## config.mk

```make
export PLATFORM = sky130hd
export DESIGN_NAME = lnk_port_regs
export DESIGN_NICKNAME = d
export VERILOG_FILES = /design/src/rtl/lnk_port_pkg.sv /design/src/rtl/lnk_port_ctrl.sv /design/src/rtl/lnk_port_irq.sv /design/src/rtl/lnk_port_regs.sv
export SDC_FILE = /design/constraint.sdc
export NUM_CORES = 1
export LEC_CHECK = 0
export BUFFER_PORTS_ARGS = -buffer_cell sky130_fd_sc_hd__buf_2
export CAP_MARGIN = 20
export CORE_UTILIZATION = 30
export DETAILED_ROUTE_END_ITERATION = 7
export SLEW_MARGIN = 40
export SYNTH_ARGS = -nofsm -noshare
export SYNTH_HDL_FRONTEND = slang
export SYNTH_SLANG_ARGS = --single-unit
```

## constraint.sdc

```tcl
create_clock -name clk -period 1.5 [get_ports clk]
set_input_delay 0.15 -clock clk [delete_from_list [all_inputs] [get_ports clk]]
set_output_delay 0.15 -clock clk [all_outputs]
set_load 0.005 [all_outputs]
```

## src/rtl/lnk_port_pkg.sv

```systemverilog
package lnk_port_pkg;

    localparam int unsigned DATA_W    = 32;
    localparam int unsigned ADDR_W    = 13;
    localparam int unsigned NUM_EV    = 12;
    localparam int unsigned RAW_LSB   = 16;
    localparam int unsigned STEER_W   = 2;
    localparam int unsigned STEER_LSB = DATA_W - STEER_W;
    localparam int unsigned CTL_W     = DATA_W - 1;

    // control bit positions
    localparam int unsigned CB_PORT_RST = 0;
    localparam int unsigned CB_W1C      = 3;
    localparam int unsigned READY_BIT   = DATA_W - 1;

    // register offsets
    localparam logic [ADDR_W-1:0] OFS_CTL_SET = 13'h1000;
    localparam logic [ADDR_W-1:0] OFS_CTL_CLR = 13'h1004;
    localparam logic [ADDR_W-1:0] OFS_STS     = 13'h1008;
    localparam logic [ADDR_W-1:0] OFS_EN_SET  = 13'h1010;
    localparam logic [ADDR_W-1:0] OFS_EN_CLR  = 13'h1014;

    typedef enum logic [2:0] {
        SEL_NONE,
        SEL_CTL_SET,
        SEL_CTL_CLR,
        SEL_STS,
        SEL_EN_SET,
        SEL_EN_CLR
    } reg_sel_e;

    function automatic reg_sel_e decode_addr(input logic [ADDR_W-1:0] a);
        reg_sel_e s;
        case (a)
            OFS_CTL_SET: s = SEL_CTL_SET;
            OFS_CTL_CLR: s = SEL_CTL_CLR;
            OFS_STS:     s = SEL_STS;
            OFS_EN_SET:  s = SEL_EN_SET;
            OFS_EN_CLR:  s = SEL_EN_CLR;
            default:     s = SEL_NONE;
        endcase
        return s;
    endfunction

endpackage

```

## src/rtl/lnk_port_ctrl.sv

```systemverilog
module lnk_port_ctrl
    import lnk_port_pkg::*;
#(
    parameter int unsigned READY_DELAY = 16
) (
    input  logic             clk,
    input  logic             rst_n,
    input  logic             set_we,
    input  logic             clr_we,
    input  logic [CTL_W-1:0] wdata,
    output logic [CTL_W-1:0] ctl_o,
    output logic             ready_o
);

    localparam int unsigned CNT_W = $clog2(READY_DELAY + 1);
    localparam logic [CNT_W-1:0] CNT_LOAD = CNT_W'(READY_DELAY);

    typedef struct packed {
        logic [CTL_W-1:0] ctl;
        logic             ready;
        logic [CNT_W-1:0] cnt;
    } ctl_state_t;

    ctl_state_t s_d, s_q;

    always_comb begin
        s_d = s_q;
        if (set_we) s_d.ctl = s_d.ctl | wdata;
        if (clr_we) s_d.ctl = s_d.ctl & ~wdata;

        // ready recovery timer, reloaded while port reset is held
        if (s_d.ctl[CB_PORT_RST]) begin
            s_d.ready = 1'b0;
            s_d.cnt   = CNT_LOAD;
        end else if (!s_q.ready) begin
            if (s_q.cnt == '0) s_d.ready = 1'b1;
            else               s_d.cnt   = s_q.cnt - 1'b1;
        end
    end

    always_ff @(posedge clk or negedge rst_n) begin
        if (!rst_n) begin
            s_q.ctl   <= '0;
            s_q.ready <= 1'b1;
            s_q.cnt   <= '0;
        end else begin
            s_q <= s_d;
        end
    end

    assign ctl_o   = s_q.ctl;
    assign ready_o = s_q.ready;

endmodule

```

## src/rtl/lnk_port_irq.sv

```systemverilog
module lnk_port_irq
    import lnk_port_pkg::*;
(
    input  logic               clk,
    input  logic               rst_n,
    input  logic [NUM_EV-1:0]  ev_i,
    input  logic               sts_wr,
    input  logic               sts_rd,
    input  logic               en_set_we,
    input  logic               en_clr_we,
    input  logic [NUM_EV-1:0]  wr_lo,
    input  logic [NUM_EV-1:0]  wr_hi,
    input  logic [STEER_W-1:0] wr_steer,
    input  logic               w1c_mode,
    input  logic               port_rst,
    output logic [NUM_EV-1:0]  sts_o,
    output logic [NUM_EV-1:0]  en_o,
    output logic [STEER_W-1:0] steer_o,
    output logic               irq_o
);

    typedef struct packed {
        logic [NUM_EV-1:0]  sts;
        logic [NUM_EV-1:0]  en;
        logic [STEER_W-1:0] steer;
    } irq_state_t;

    irq_state_t        s_d, s_q;
    logic [NUM_EV-1:0] clr_mask;

    always_comb begin
        s_d      = s_q;
        clr_mask = '0;

        if (w1c_mode && sts_wr)  clr_mask = wr_lo | wr_hi;
        if (!w1c_mode && sts_rd) clr_mask = s_q.sts;

        // a new event outranks a clear in the same cycle
        s_d.sts = (s_q.sts & ~clr_mask) | ev_i;

        if (en_set_we) begin
            s_d.en    = s_d.en | wr_lo;
            s_d.steer = s_d.steer | wr_steer;
        end
        if (en_clr_we) begin
            s_d.en    = s_d.en & ~wr_lo;
            s_d.steer = s_d.steer & ~wr_steer;
        end
    end

    always_ff @(posedge clk or negedge rst_n) begin
        if (!rst_n) s_q <= '0;
        else        s_q <= s_d;
    end

    assign sts_o   = s_q.sts;
    assign en_o    = s_q.en;
    assign steer_o = s_q.steer;
    assign irq_o   = (|(s_q.sts & s_q.en)) & ~port_rst;

endmodule

```

## src/rtl/lnk_port_regs.sv

```systemverilog
module lnk_port_regs
    import lnk_port_pkg::*;
#(
    parameter int unsigned READY_DELAY = 16
) (
    input  logic               clk,
    input  logic               rst_n,
    input  logic               bus_wr,
    input  logic               bus_rd,
    input  logic [ADDR_W-1:0]  bus_addr,
    input  logic [DATA_W-1:0]  bus_wdata,
    output logic [DATA_W-1:0]  bus_rdata,
    input  logic [NUM_EV-1:0]  ev_i,
    output logic               irq_o,
    output logic [STEER_W-1:0] irq_steer_o
);

    typedef struct packed {
        logic [DATA_W-1:0] rdata;
    } rd_state_t;

    reg_sel_e          sel;
    logic [CTL_W-1:0]  ctl_word;
    logic              port_ready;
    logic [NUM_EV-1:0] irq_sts;
    logic [NUM_EV-1:0] irq_en;
    logic [DATA_W-1:0] sts_word;
    logic [DATA_W-1:0] en_word;
    rd_state_t         r_d, r_q;

    assign sel = decode_addr(bus_addr);

    lnk_port_ctrl #(
        .READY_DELAY (READY_DELAY)
    ) u_ctrl (
        .clk     (clk),
        .rst_n   (rst_n),
        .set_we  (bus_wr && sel == SEL_CTL_SET),
        .clr_we  (bus_wr && sel == SEL_CTL_CLR),
        .wdata   (bus_wdata[CTL_W-1:0]),
        .ctl_o   (ctl_word),
        .ready_o (port_ready)
    );

    lnk_port_irq u_irq (
        .clk       (clk),
        .rst_n     (rst_n),
        .ev_i      (ev_i),
        .sts_wr    (bus_wr && sel == SEL_STS),
        .sts_rd    (bus_rd && sel == SEL_STS),
        .en_set_we (bus_wr && sel == SEL_EN_SET),
        .en_clr_we (bus_wr && sel == SEL_EN_CLR),
        .wr_lo     (bus_wdata[NUM_EV-1:0]),
        .wr_hi     (bus_wdata[RAW_LSB +: NUM_EV]),
        .wr_steer  (bus_wdata[STEER_LSB +: STEER_W]),
        .w1c_mode  (ctl_word[CB_W1C]),
        .port_rst  (ctl_word[CB_PORT_RST]),
        .sts_o     (irq_sts),
        .en_o      (irq_en),
        .steer_o   (irq_steer_o),
        .irq_o     (irq_o)
    );

    always_comb begin
        sts_word                       = '0;
        sts_word[NUM_EV-1:0]           = irq_sts & irq_en;
        sts_word[RAW_LSB +: NUM_EV]    = irq_sts;
        en_word                        = '0;
        en_word[NUM_EV-1:0]            = irq_en;
        en_word[STEER_LSB +: STEER_W]  = irq_steer_o;

        r_d = r_q;
        if (bus_rd) begin
            case (sel)
                SEL_CTL_SET:           r_d.rdata = {port_ready, ctl_word};
                SEL_STS:               r_d.rdata = sts_word;
                SEL_EN_SET, SEL_EN_CLR: r_d.rdata = en_word;
                default:               r_d.rdata = '0;
            endcase
        end
    end

    always_ff @(posedge clk or negedge rst_n) begin
        if (!rst_n) r_q <= '0;
        else        r_q <= r_d;
    end

    assign bus_rdata = r_q.rdata;

endmodule

```

==> Word-level counts from Yosys, hierarchy flattened <==
Cells that the tools add are included.
{ "classes": {"reduce_logical": 13, "bitwise_logic": 16, "n_eq_ne": 12, "addsub": 1, "n_mux": 12} }
{ "ops": {"columns": ["operator", "count"], "rows": [
  ["$pmux W32 S3", 1],
  ["$eq A13 B13 Y1 const B", 5],
  ["$mux W31", 2],
  ["$and A12 B12 Y12", 3],
  ["$or A12 B12 Y12", 3],
  ["$and A31 B31 Y31", 1],
  ["$not A31 Y31", 1],
  ["$or A31 B31 Y31", 1],
  ["$mux W14", 2],
  ["$mux W12", 2],
  ["$not A12 Y12", 2],
  ["$pmux W3 S5", 1],
  ["$mux W6", 2],
  ["$reduce_or A12 Y1", 1],
  ["$logic_and A1 B1 Y1", 8],
  ["$eq A3 B2 Y1 const B", 2],
  ["$eq A3 B3 Y1 const B", 2],
  ["$logic_not A5 Y1", 1],
  ["$mux W5", 1],
  ["$sub A5 B1 Y5 const B", 1],
  ["$ne A2 B1 Y1 const B", 2],
  ["$eq A3 B1 Y1 const B", 1],
  ["$and A2 B2 Y2", 1],
  ["$not A2 Y2", 1],
  ["7 further kinds", 7]
]} }
{ "totals": {"out_inout_bits": 35, "input_bits": 61, "regBits": 95} }

==> Logic depth before layout (Yosys ltp) <==
Gate-level depths: netlist of run 1.
{ "logic_depth": {"ltp_word": 10, "ltp_mapped": 7, "depth_no_buf": 6} }

==> Hierarchy <==
A second synthesis of run 1 with hierarchy kept.
{ "hier_totals": {"cells_unflattened": 459, "area_unflattened_um2": 4774.6} }
{ "modules_own_cells": {"columns": ["module", "n_inst", "seq_area_each_um2", "cells_per_inst", "area_per_inst_um2"], "rows": [
  ["lnk_port_regs", 1, 800.8, 206, 1994.4],
  ["lnk_port_ctrl", 1, 927.1, 162, 1670.4],
  ["lnk_port_irq", 1, 650.6, 91, 1109.8]
]} }

==> Worst setup path before layout of run 1 <==
OpenSTA, ideal clock, no wires.
{ "synth_path": {"path_kind": "input-to-reg", "from": "input port bus_addr[8]", "to": "register (tool-made name)", "stages": 5, "setup_time_ns": 0.121, "setup_slack_ns": -0.097, "n_path_buf": 1, "arrival_time_ns": 1.476, "path_cell_list": "or4b_4 -> nor3_4 -> and4b_1 -> buf_6 -> a21oi_1"} }
{ "synth_lines": {"columns": ["element", "line", "source"], "rows": [
  ["from (decl)", "lnk_port_regs.sv:10", "input logic [ADDR_W-1:0] bus_addr,"]
]} }

==> Worst setup path in the final report of run 1 <==
{ "layout_path": {"from": "register u_irq.s_q, in the netlist u_irq.sts_o[8]", "to": "output port irq_o"} }
{ "layout_between": {"elab_chain_len": 3} }
{ "layout_rtl": {"columns": ["element", "line", "source"], "rows": [
  ["from (decl)", "lnk_port_irq.sv:28", "irq_state_t s_d, s_q;"],
  ["from (signal assigned)", "lnk_port_irq.sv:52", "if (!rst_n) s_q <= '0;"],
  ["from (signal assigned)", "lnk_port_irq.sv:53", "else s_q <= s_d;"],
  ["$and A12 B12 Y12", "lnk_port_irq.sv:59", "assign irq_o = (|(s_q.sts & s_q.en)) & ~port_rst;"],
  ["$reduce_or A12 Y1", "lnk_port_irq.sv:59", null],
  ["$and A1 B1 Y1", "lnk_port_irq.sv:59", null],
  ["to (decl)", "lnk_port_regs.sv:14", "output logic irq_o,"]
]} }
No other way between the ends.

==> metrics.csv, run 1 <==
metric,value,unit
antenna_found_initial,0,
viasPerCell,5.245,
drv_cap,0,
grt_pass1_wl,21430,um
synthCells,453,
peakVddDrop,509.0,uV
seq_area_frac_synth,54.58,%
clk_pin_slew,0.07,ns
p_sw_share,24.26,%
min_path_type,input port to register,
wirelength,13640,um
place_congestion,0.8776,
finalPower,5.548,mW
path_class,register to output pin,
cp_max_fo,2,
drt_pre_antenna_iters,5,
htree_num_levels,3,
synthesis.area,4358,sq um
drive_above_1_share,30.52,%
finalSetupViolations,1,
seq_power_share,47.5,%
numClockSinks,95,
syn_area_per_cell,9.620,sq um
max_stage_delay,0.38,ns
pin_count,96,
cp-end-kind,output pin,
rsz0062_at_grt,true,
grt_max_degree,37,
die_w,122.5,um
status,finished with violations,
postSynth.asyncResetShare,100.0,%
yosys_warnings,0,
worst_pin_slew,0.4258,ns
layout_min_cycle_time,1.662,ns
drt_iter0_markers,261,
synth_nets,515,
clock_latency,0.34,ns
power_density,949.7,nW/um^2
drc,0,
synth_edf_count,0,
arrival,1.51,ns
grt_pass1_vias,3998,
internal-power,4.202,mW
dieArea,15010,sq um
cp-start-kind,register,
core-area,14040,sq um
area_delta_synth_final,34.05,%
required,1.35,ns
postLayoutSetupSlackWorst,-0.1615,ns
hold_ws,0.009656,ns
synth.area.top_cells,"dfrtp_1, a21oi_1, o21ai_0, nor2b_1, nor2_1",
rows,43,
overflow,0,
fmax,601.9,MHz
relSlewSlack,71.61,%
place_ws,-0.3543,ns
port_buffers,95,
ys.flop_type,dfrtp_1,
violations,setup timing,
drv_slew,0,
clockPowerShare,42.4,%
cp_slowest_cell,dfrtp_1,
grt_usage,18.68,%
cts_tree,done,
synth_top_area_share,53.98,%
vias,4054,
synth_seq_cells,95,
fin_cells,773,
cts-root-buf,clkbuf_16,
leakage,2.680,nW
finalCritPeriodShare,110.8,%
synth.distinct_cells,46,
diodes,0,
die_h,122.5,um
synth_top_area_cell,dfrtp_1,
dpl.hpwl,9797,um
antenna_left,0,
p_sw,1.346,mW
cts-buffers-inserted,9,
finalHoldViolCount,0,
pwr-share-comb,10.0,%
path_cells,a22o_1 > a221oi_2 > a31oi_2 > buf_2,
wl_per_cell,17.64,um
dp.cells,742,
fin_nets,650,
start_util,31.03,%
clk_path_buf_depth,2,
clock_skew,0.008256,ns
[kinds of logic after synthesis]
family | after synthesis | share of synthesized area, %
xor gates and xnor gates | 3 | 0.6030
muxes | 1 | 0.2297
adders and majority gates | 1 | 0.2871
and+or+nand+nor | 113 | 15.56
AOI/OAI and AO/OA | 194 | 23.69
buffers and inverters | 46 | 5.053
DFF | 95 | 54.58
[power groups by stage]
stage / logic, mW / clock network (mW) / registers, mW
2_1_floorplan: 0.160 / 0 / 2.68
3_3_place_gp: 0.436 / 0 / 2.68
3_5_place_dp: 0.461 / 0 / 2.68
4_1_cts: 0.496 / 2.40 / 2.64
5_1_grt: 0.623 / 2.51 / 2.64
6_report: 0.557 / 2.35 / 2.64
[repair_timing]
item / CTS / global route
gates resized for setup: 10 / 7
pin swaps: 3 / 4
hold endpoints to repair: 32 / 1
hold buffers: 7 / 1
setup buffers: 6 / 1
endpoints found under the setup margin: 10 / 9
[stage by stage]
stage                     TNS (ns)  utilization, %  cell area, sq um
after floorplan             -3.260               -              4385
after global placement      -21.48           37.84              5314
after detailed placement    -23.25           37.84              5314
after CTS                  -0.1849           41.19              5784
after global routing       -0.3733           41.60              5842
final                      -0.1615           41.60              5842
[Yosys cell counts (3+ instances only)]
master    number
buf_2          8
and3_1        12
clkbuf_1      11
dfrtp_1       94
buf_6          3
a31oi_1       18
inv_1         20
nor2_1        35
a21oi_1      122
nor4_2         3
a221oi_1       3
buf_4          4
o21ai_0       31
o21ai_1       11
a22o_1         3
nand2_1        6
nor4b_1        6
nand3_1        6
nor2b_1       23
[metal layers]
metal | share of wire [%] | up-vias | GRT usage, % | wire [um]
met3 | 6.6 | 8 | 4.507 | 900
met1 | 42 | 1999 | 23.84 | 5760
met2 | 51 | 140 | 32.37 | 6894
met5 | 0 | - | 0 | 0
li1 | - | 1907 | - | -
met4 | 0.59 | 0 | 2.973 | 80
[path summary, 6_finish.rpt]
kind	start	to	slack [ns]	cells past startpoint
max	u_irq.sts_o[8]$_DFF_PN0_	irq_o	-0.16	4
min	bus_wdata[18]	register	0.01	2
max reg2reg	u_ctrl.s_q[1]$_DFFE_PN0P_	u_ctrl.s_q[3]$_DFFE_PN0P_	0.08	7
min reg2reg	register	bus_rdata[12]$_DFFE_PN0P_	0.50	2
max in group asynchronous	rst_n	asynchronous set/reset pin	0.54	3
min in group asynchronous	rst_n	bus_rdata[12]$_DFFE_PN0P_	0.28	2
[final cells by class]
class | count | area (sq um)
clock inverters | 4 | 53.80
multi-input cells | 312 | 1873
repair buffers | 150 | 989.7
well taps | 180 | 225.2
flip-flops and latches | 95 | 2379
fillers | 1352 | 8200
clock buffers | 12 | 246.5
inverters | 20 | 75.07
[worst max-delay path, delay by kind of cell, from the launching register on]
family,cells,cell delay [ns]
buffers and inverters,1,0.15
flip-flops,1,0.38
AO/OA/AOI/OAI,3,0.64
[layout by cell type, fill, tap and decap left out, types with 2 or more instances in the layout]
cell,count
a21oi_1,120
dfrtp_1,94
buf_2,94
buf_4,41
nor2_1,34
o21ai_0,30
nor2b_1,23
inv_1,20
a31oi_1,16
and3_1,12
o21ai_1,12
clkbuf_16,9
dlygate4sd3_1,8
nand3_1,6
nand2_1,6
buf_12,6
nor4b_1,3
nor4_2,3
a22o_1,3
a221oi_2,3
and2_1,2
a21oi_2,2
a31oi_2,2
nor4b_2,2
xnor2_1,2
nand2b_1,2
and4_1,2
a22oi_1,2
clkinvlp_4,2
clkbuf_1,2
No activity file was read; power rests on OpenSTA's default activity.
==> run 2: changes to the inputs <==
- ABC_CLOCK_PERIOD_IN_PS: default -> 1500
- SYNTH_HIERARCHICAL: default -> 1
==> run 2 against run 1 <==
Effect of this change:
- the run still ends with setup timing left
- core utilization down 1.6 points
- flip-flop and latch count is the same
- cell count grew 1.7%
==> metrics.csv, run 2 <==
metric,value,unit
status,finished with violations,
violations,setup timing,
layout_min_cycle_time,1.683,ns
antenna_left,0,
layout_commonest_cell,a21oi_1,
drive_above_1_share,37.22,%
arrival,1.53,ns
die_w,128.2,um
min_path_type,input port to register,
required,1.35,ns
fill_cells,1536,
pin_count,96,
syn_area_per_cell,10.40,sq um
place_congestion,0.8191,
place_ws,-0.3635,ns
seq_area_frac_synth,49.82,%
synth_top_area_share,49.27,%
diodes,0,
postLayoutSetupSlackWorst,-0.1835,ns
core-area,15370,sq um
synth_seq_cells,95,
drv_cap,0,
grt_pass1_vias,4092,
ys.flop_type,dfrtp_1,
finalSetupViolations,1,
grt_usage,17.46,%
leakage,2.894,nW
finalPower,5.587,mW
final_cell_mix,"a21oi_1, dfrtp_1, buf_2",
numClockSinks,95,
cts_tree,done,
grt_max_degree,37,
path_class,register to output pin,
fin_nets,633,
antenna_found_initial,1,
cp_max_fo,2,
dpl.hpwl,10110,um
die_h,128.2,um
worst_pin_slew,0.4933,ns
drc,0,
synth.distinct_cells,51,
postSynth.asyncResetShare,100.0,%
design_area,6153,sq um
cts-buffers-inserted,9,
clk_path_buf_depth,2,
synth_nets,522,
htree_num_levels,3,
fmax,594.0,MHz
clk_pin_slew,0.06,ns
start_util,31.06,%
grt_pass1_wl,21690,um
relSlewSlack,67.12,%
wl_per_cell,17.35,um
peakVddDrop,673.5,uV
finalHoldViolCount,0,
area_delta_synth_final,28.88,%
fin_cells,786,
wirelength,13640,um
dp.cells,755,
finalCritPeriodShare,112.2,%
port_buffers,95,
drv_slew,0,
clock_skew,0.008773,ns
place_area,5610,sq um
clock_latency,0.35,ns
synth.area.top_cells,"dfrtp_1, a21oi_1, buf_4, mux2i_1, nor3_2",
synth_edf_count,0,
overflow,0,
cp-start-kind,register,
yosys_warnings,6,
dieArea,16420,sq um
power_density,908.0,nW/um^2
synthCells,459,
synth_top_area_cell,dfrtp_1,
viasPerCell,5.101,
vias,4009,
cts-root-buf,clkbuf_16,
cp-end-kind,output pin,
drt_pre_antenna_iters,4,
rows,45,
drt_iter0_markers,202,
synthesis.area,4775,sq um
ys_top_cells_by_count,"a21oi_1, dfrtp_1, buf_4",
yosysMostFrequentCell,a21oi_1,
rsz0062_at_grt,true,
finalSetupTns,-0.1835,ns
largest_reg_flops,32,
-- run 2: routing by layer --
metal | global-route usage (%) | share of wire (%) | vias to the layer above
li1 | - | - | 1886
met1 | 21.13 | 42 | 1997
met2 | 30.47 | 51 | 110
met3 | 4.341 | 5.5 | 14
met4 | 5.329 | 1.3 | 2
met5 | 0 | 0.095 | -
-- run 2: cell families (layout without fill, tap and decap cells) --
logic type               count (synthesis)  count (layout)  synth area share, %
XOR/XNOR                                 1               1               0.1835
AND/OR/NAND/NOR                         90              90                12.40
buffers and inverters                   60             176                8.176
flip-flops                              95              95                49.82
AO/OA/AOI/OAI                          199             199                26.39
multiplexers                            12              12                2.516
adder cells (fa/ha/maj)                  2               2               0.5240
-- run 2: path summary, 6_finish.rpt --
path / from / end / slack [ns] / cells past startpoint
setup / recovery: u_irq/en_o[7]$_DFF_PN0_ / irq_o / -0.18 / 4
hold / removal: ev_i[9] / u_irq/sts_o[9]$_DFF_PN0_ / 0.008 / 2
setup reg to reg: u_ctrl/ready_o$_DFF_PN1_ / u_ctrl/s_q[3]$_DFFE_PN0P_ / 0 / 3
hold reg to reg: bus_rdata[24]$_DFFE_PN0P_ / bus_rdata[24]$_DFFE_PN0P_ / 0.48 / 1
max in group asynchronous: rst_n / u_irq/sts_o[6]$_DFF_PN0_ / 0.63 / 3
min in group asynchronous: rst_n / u_irq/steer_o[1]$_DFF_PN0_ / 0.31 / 2
-- run 2: metrics by stage --
stage / utilization, % / hold WS (ns)
finish: 40.03 / 0.007754
global route: 40.03 / 0.005262
CTS: 39.45 / 0.001005
detailed placement: 36.50 / 0.1554
global placement: 36.50 / 0.1563
floorplan: - / -0.1456
-- run 2: where the power goes --
group,internal [mW],leakage (nW),total [mW],switching [mW]
logic,0.276,1.52,0.642,0.366
clock network,1.33,0.146,2.27,0.941
registers,2.62,1.23,2.67,0.0504
-- run 2: cell type report --
class | instances | area [sq um] | share of cell area [%]
sequential | 95 | 2379 | 38.65
multi-input combinational | 304 | 2140 | 34.77
clock buffer | 12 | 246.5 | 4.006
tap | 211 | 264.0 | 4.290
timing repair buffer | 155 | 1061 | 17.24
clock inverter | 4 | 45.04 | 0.7320
inverter | 5 | 18.77 | 0.3050
-- run 2: critical path, cell delays in order, from the launching register on --
cell and delay, ns:
dfrtp_1 0.39, a22o_1 0.25, a221oi_2 0.25, a31oi_1 0.16, buf_2 0.15
-- run 2: what timing repair did --
item                                   4_1_cts  5_1_grt
buffers inserted                             1        3
endpoints found under the hold margin       40        0
hold buffers                                11        0
resized for setup                           11       14
pin swaps                                    3       13
setup endpoints to repair                   11       22
cloned                                       0        0
==> run 3: changes to the inputs <==
==> constraint.sdc (replaced) <==
create_clock -name clk -period 1.5 [get_ports clk]
set_input_delay 0.45 -clock clk [delete_from_list [all_inputs] [get_ports clk]]
set_output_delay 0.45 -clock clk [all_outputs]
set_load 0.005 [all_outputs]
==> run 3 against run 2 <==
Effect of this change:
- critical path type unchanged
- first-iteration DRC count up 43%
- largest cell class is now multi-input gates
- largest power group unchanged
- clock skew down 0.0054 ns
- highest routed layer unchanged
- the flow still finishes with violations (setup timing)
- flip-flop and latch count unchanged
- sequential share of layout area down 4.9 points
- via count up 7.8%
==> metrics.csv, run 3 (same netlist as run 2, synthesis figures left out) <==
metric,value,unit
die_w,128.2,um
htree_num_levels,3,
cts_tree,done,
grt_pass1_wl,24200,um
peakVddDrop,529.9,uV
cp_max_fo,2,
finalSetupViolations,78,
area_delta_synth_final,47.67,%
grt_max_degree,31,
required,1.05,ns
start_util,31.06,%
drv_slew,0,
cts-root-buf,clkbuf_16,
layout_min_cycle_time,2.022,ns
clock_latency,0.35,ns
violations,setup timing,
grt_usage,19.72,%
busiest_layer,met2,
drt_iter0_markers,288,
final_cell_mix,"dfrtp_1, buf_2, buf_4",
finalHoldViolCount,0,
clk_pin_slew,0.07,ns
status,finished with violations,
arrival,1.57,ns
port_buffers,95,
cts-buffers-inserted,9,
diodes,0,
path_class,register to output pin,
place_ws,-0.6710,ns
dieArea,16420,sq um
fill_cells,1425,
drt_pre_antenna_iters,5,
clock_skew,0.003391,ns
overflow,0,
hold_ws,0.001973,ns
power_density,813.6,nW/um^2
drv_cap,0,
pin_count,96,
fmax,494.5,MHz
cp-end-kind,output pin,
wl_per_cell,19.64,um
relSlewSlack,72.17,%
finalPower,5.736,mW
wirelength,15950,um
numClockSinks,95,
startpoint,u_irq/sts_o[8]$_DFF_PN0_,
vias,4320,
core-area,15370,sq um
grt_pass1_vias,4527,
min_path_type,input port to asynchronous set/reset pin,
use_met2,33.82,%
grt_use_met1,23.66,%
drive_above_1_share,53.91,%
cp-start-kind,register,
leakage,3.306,nW
r2r-start,u_ctrl/s_q[0]$_DFFE_PN0P_,
layout_commonest_cell,dfrtp_1,
postLayoutSetupSlackWorst,-0.5224,ns
clk_path_buf_depth,2,
regToRegSetupSlack,-0.07,ns
finalCritPeriodShare,134.8,%
rsz0062_at_grt,true,
antenna_found_initial,1,
fin_nets,659,
largest_reg_flops,32,
rows,45,
cts_hold_buf,0,
viasPerCell,5.320,
worst_pin_slew,0.4175,ns
place_area,5708,sq um
die_h,128.2,um
use_met3,5.968,%
place_congestion,0.8315,
dpl.hpwl,10180,um
antenna_left,0,
design_area,7051,sq um
drc,0,
## run 3: cell count changes in the layout (fill, tap and decap cells not counted), moves of 3 or more
cell           before  now
a32oi_1            12    0
buf_16              0    5
a32oi_2             0   12
buf_12              7   12
buf_6               4   20
a21oi_2             4   49
a21oi_4             0   11
dlygate4sd3_1      11    0
a21oi_1           102   46
and4_4              0    4
nor3_4              2    5
buf_2              93   90
buf_4              40   51
## run 3: path summary, 6_finish.rpt
check                                        endpoint  cells after the start
setup / recovery                                irq_o                      4
hold / removal              u_ctrl/s_q[3]$_DFFE_PN0P_                      1
setup reg to reg            u_ctrl/s_q[1]$_DFFE_PN0P_                      5
hold reg to reg             bus_rdata[22]$_DFFE_PN0P_                      1
max in group asynchronous   bus_rdata[29]$_DFFE_PN0P_                      2
min in group clk           u_irq/steer_o[1]$_DFF_PN0_                      2
## run 3: routing by layer
layer	vias to the layer above	routed length [um]
li1	1946	-
met1	2182	6647
met2	167	8033
met3	23	1018
met4	2	236
met5	-	13
## run 3: layout make-up
type / instances / area, sq um / share of cell area (%)
Multi-Input combinational cell: 306 / 2629 / 37.28
Sequential cell: 95 / 2379 / 33.74
Timing Repair Buffer: 179 / 1451 / 20.59
Tap cell: 211 / 264.0 / 3.744
Clock buffer: 11 / 252.7 / 3.585
Clock inverter: 5 / 56.30 / 0.7986
Inverter: 5 / 18.77 / 0.2662
## run 3: report_power, final
part	switching [mW]	leakage (nW)	internal [mW]
logic	0.402	1.93	0.276
clock network	1.01	0.152	1.38
registers	0.0464	1.23	2.62
total	1.46	3.31	4.28
## run 3: what timing repair did
item / in CTS / in global routing
endpoints found under the setup margin: 84 / 96
pin swaps: 34 / 35
gates resized for setup: 107 / 57
cloned: 9 / 0
setup buffers: 16 / 12
endpoints found under the hold margin: 0 / 0
## run 3: worst max-delay path: stages (launching register included)
cell and delay (ns):
dfrtp_1 0.39, a22o_1 0.24, a221oi_2 0.24, a31oi_1 0.19, buf_2 0.17
## run 3: stage by stage
step | setup TNS (ns) | utilization, % | cells
3_5_place_dp | -48.46 | 37.13 | 768
6_report | -12.80 | 45.87 | 812
3_3_place_gp | -44.12 | 37.13 | 768
2_1_floorplan | -24.61 | - | 459
5_1_grt | -16.77 | 45.87 | 812
4_1_cts | -6.637 | 43.76 | 806
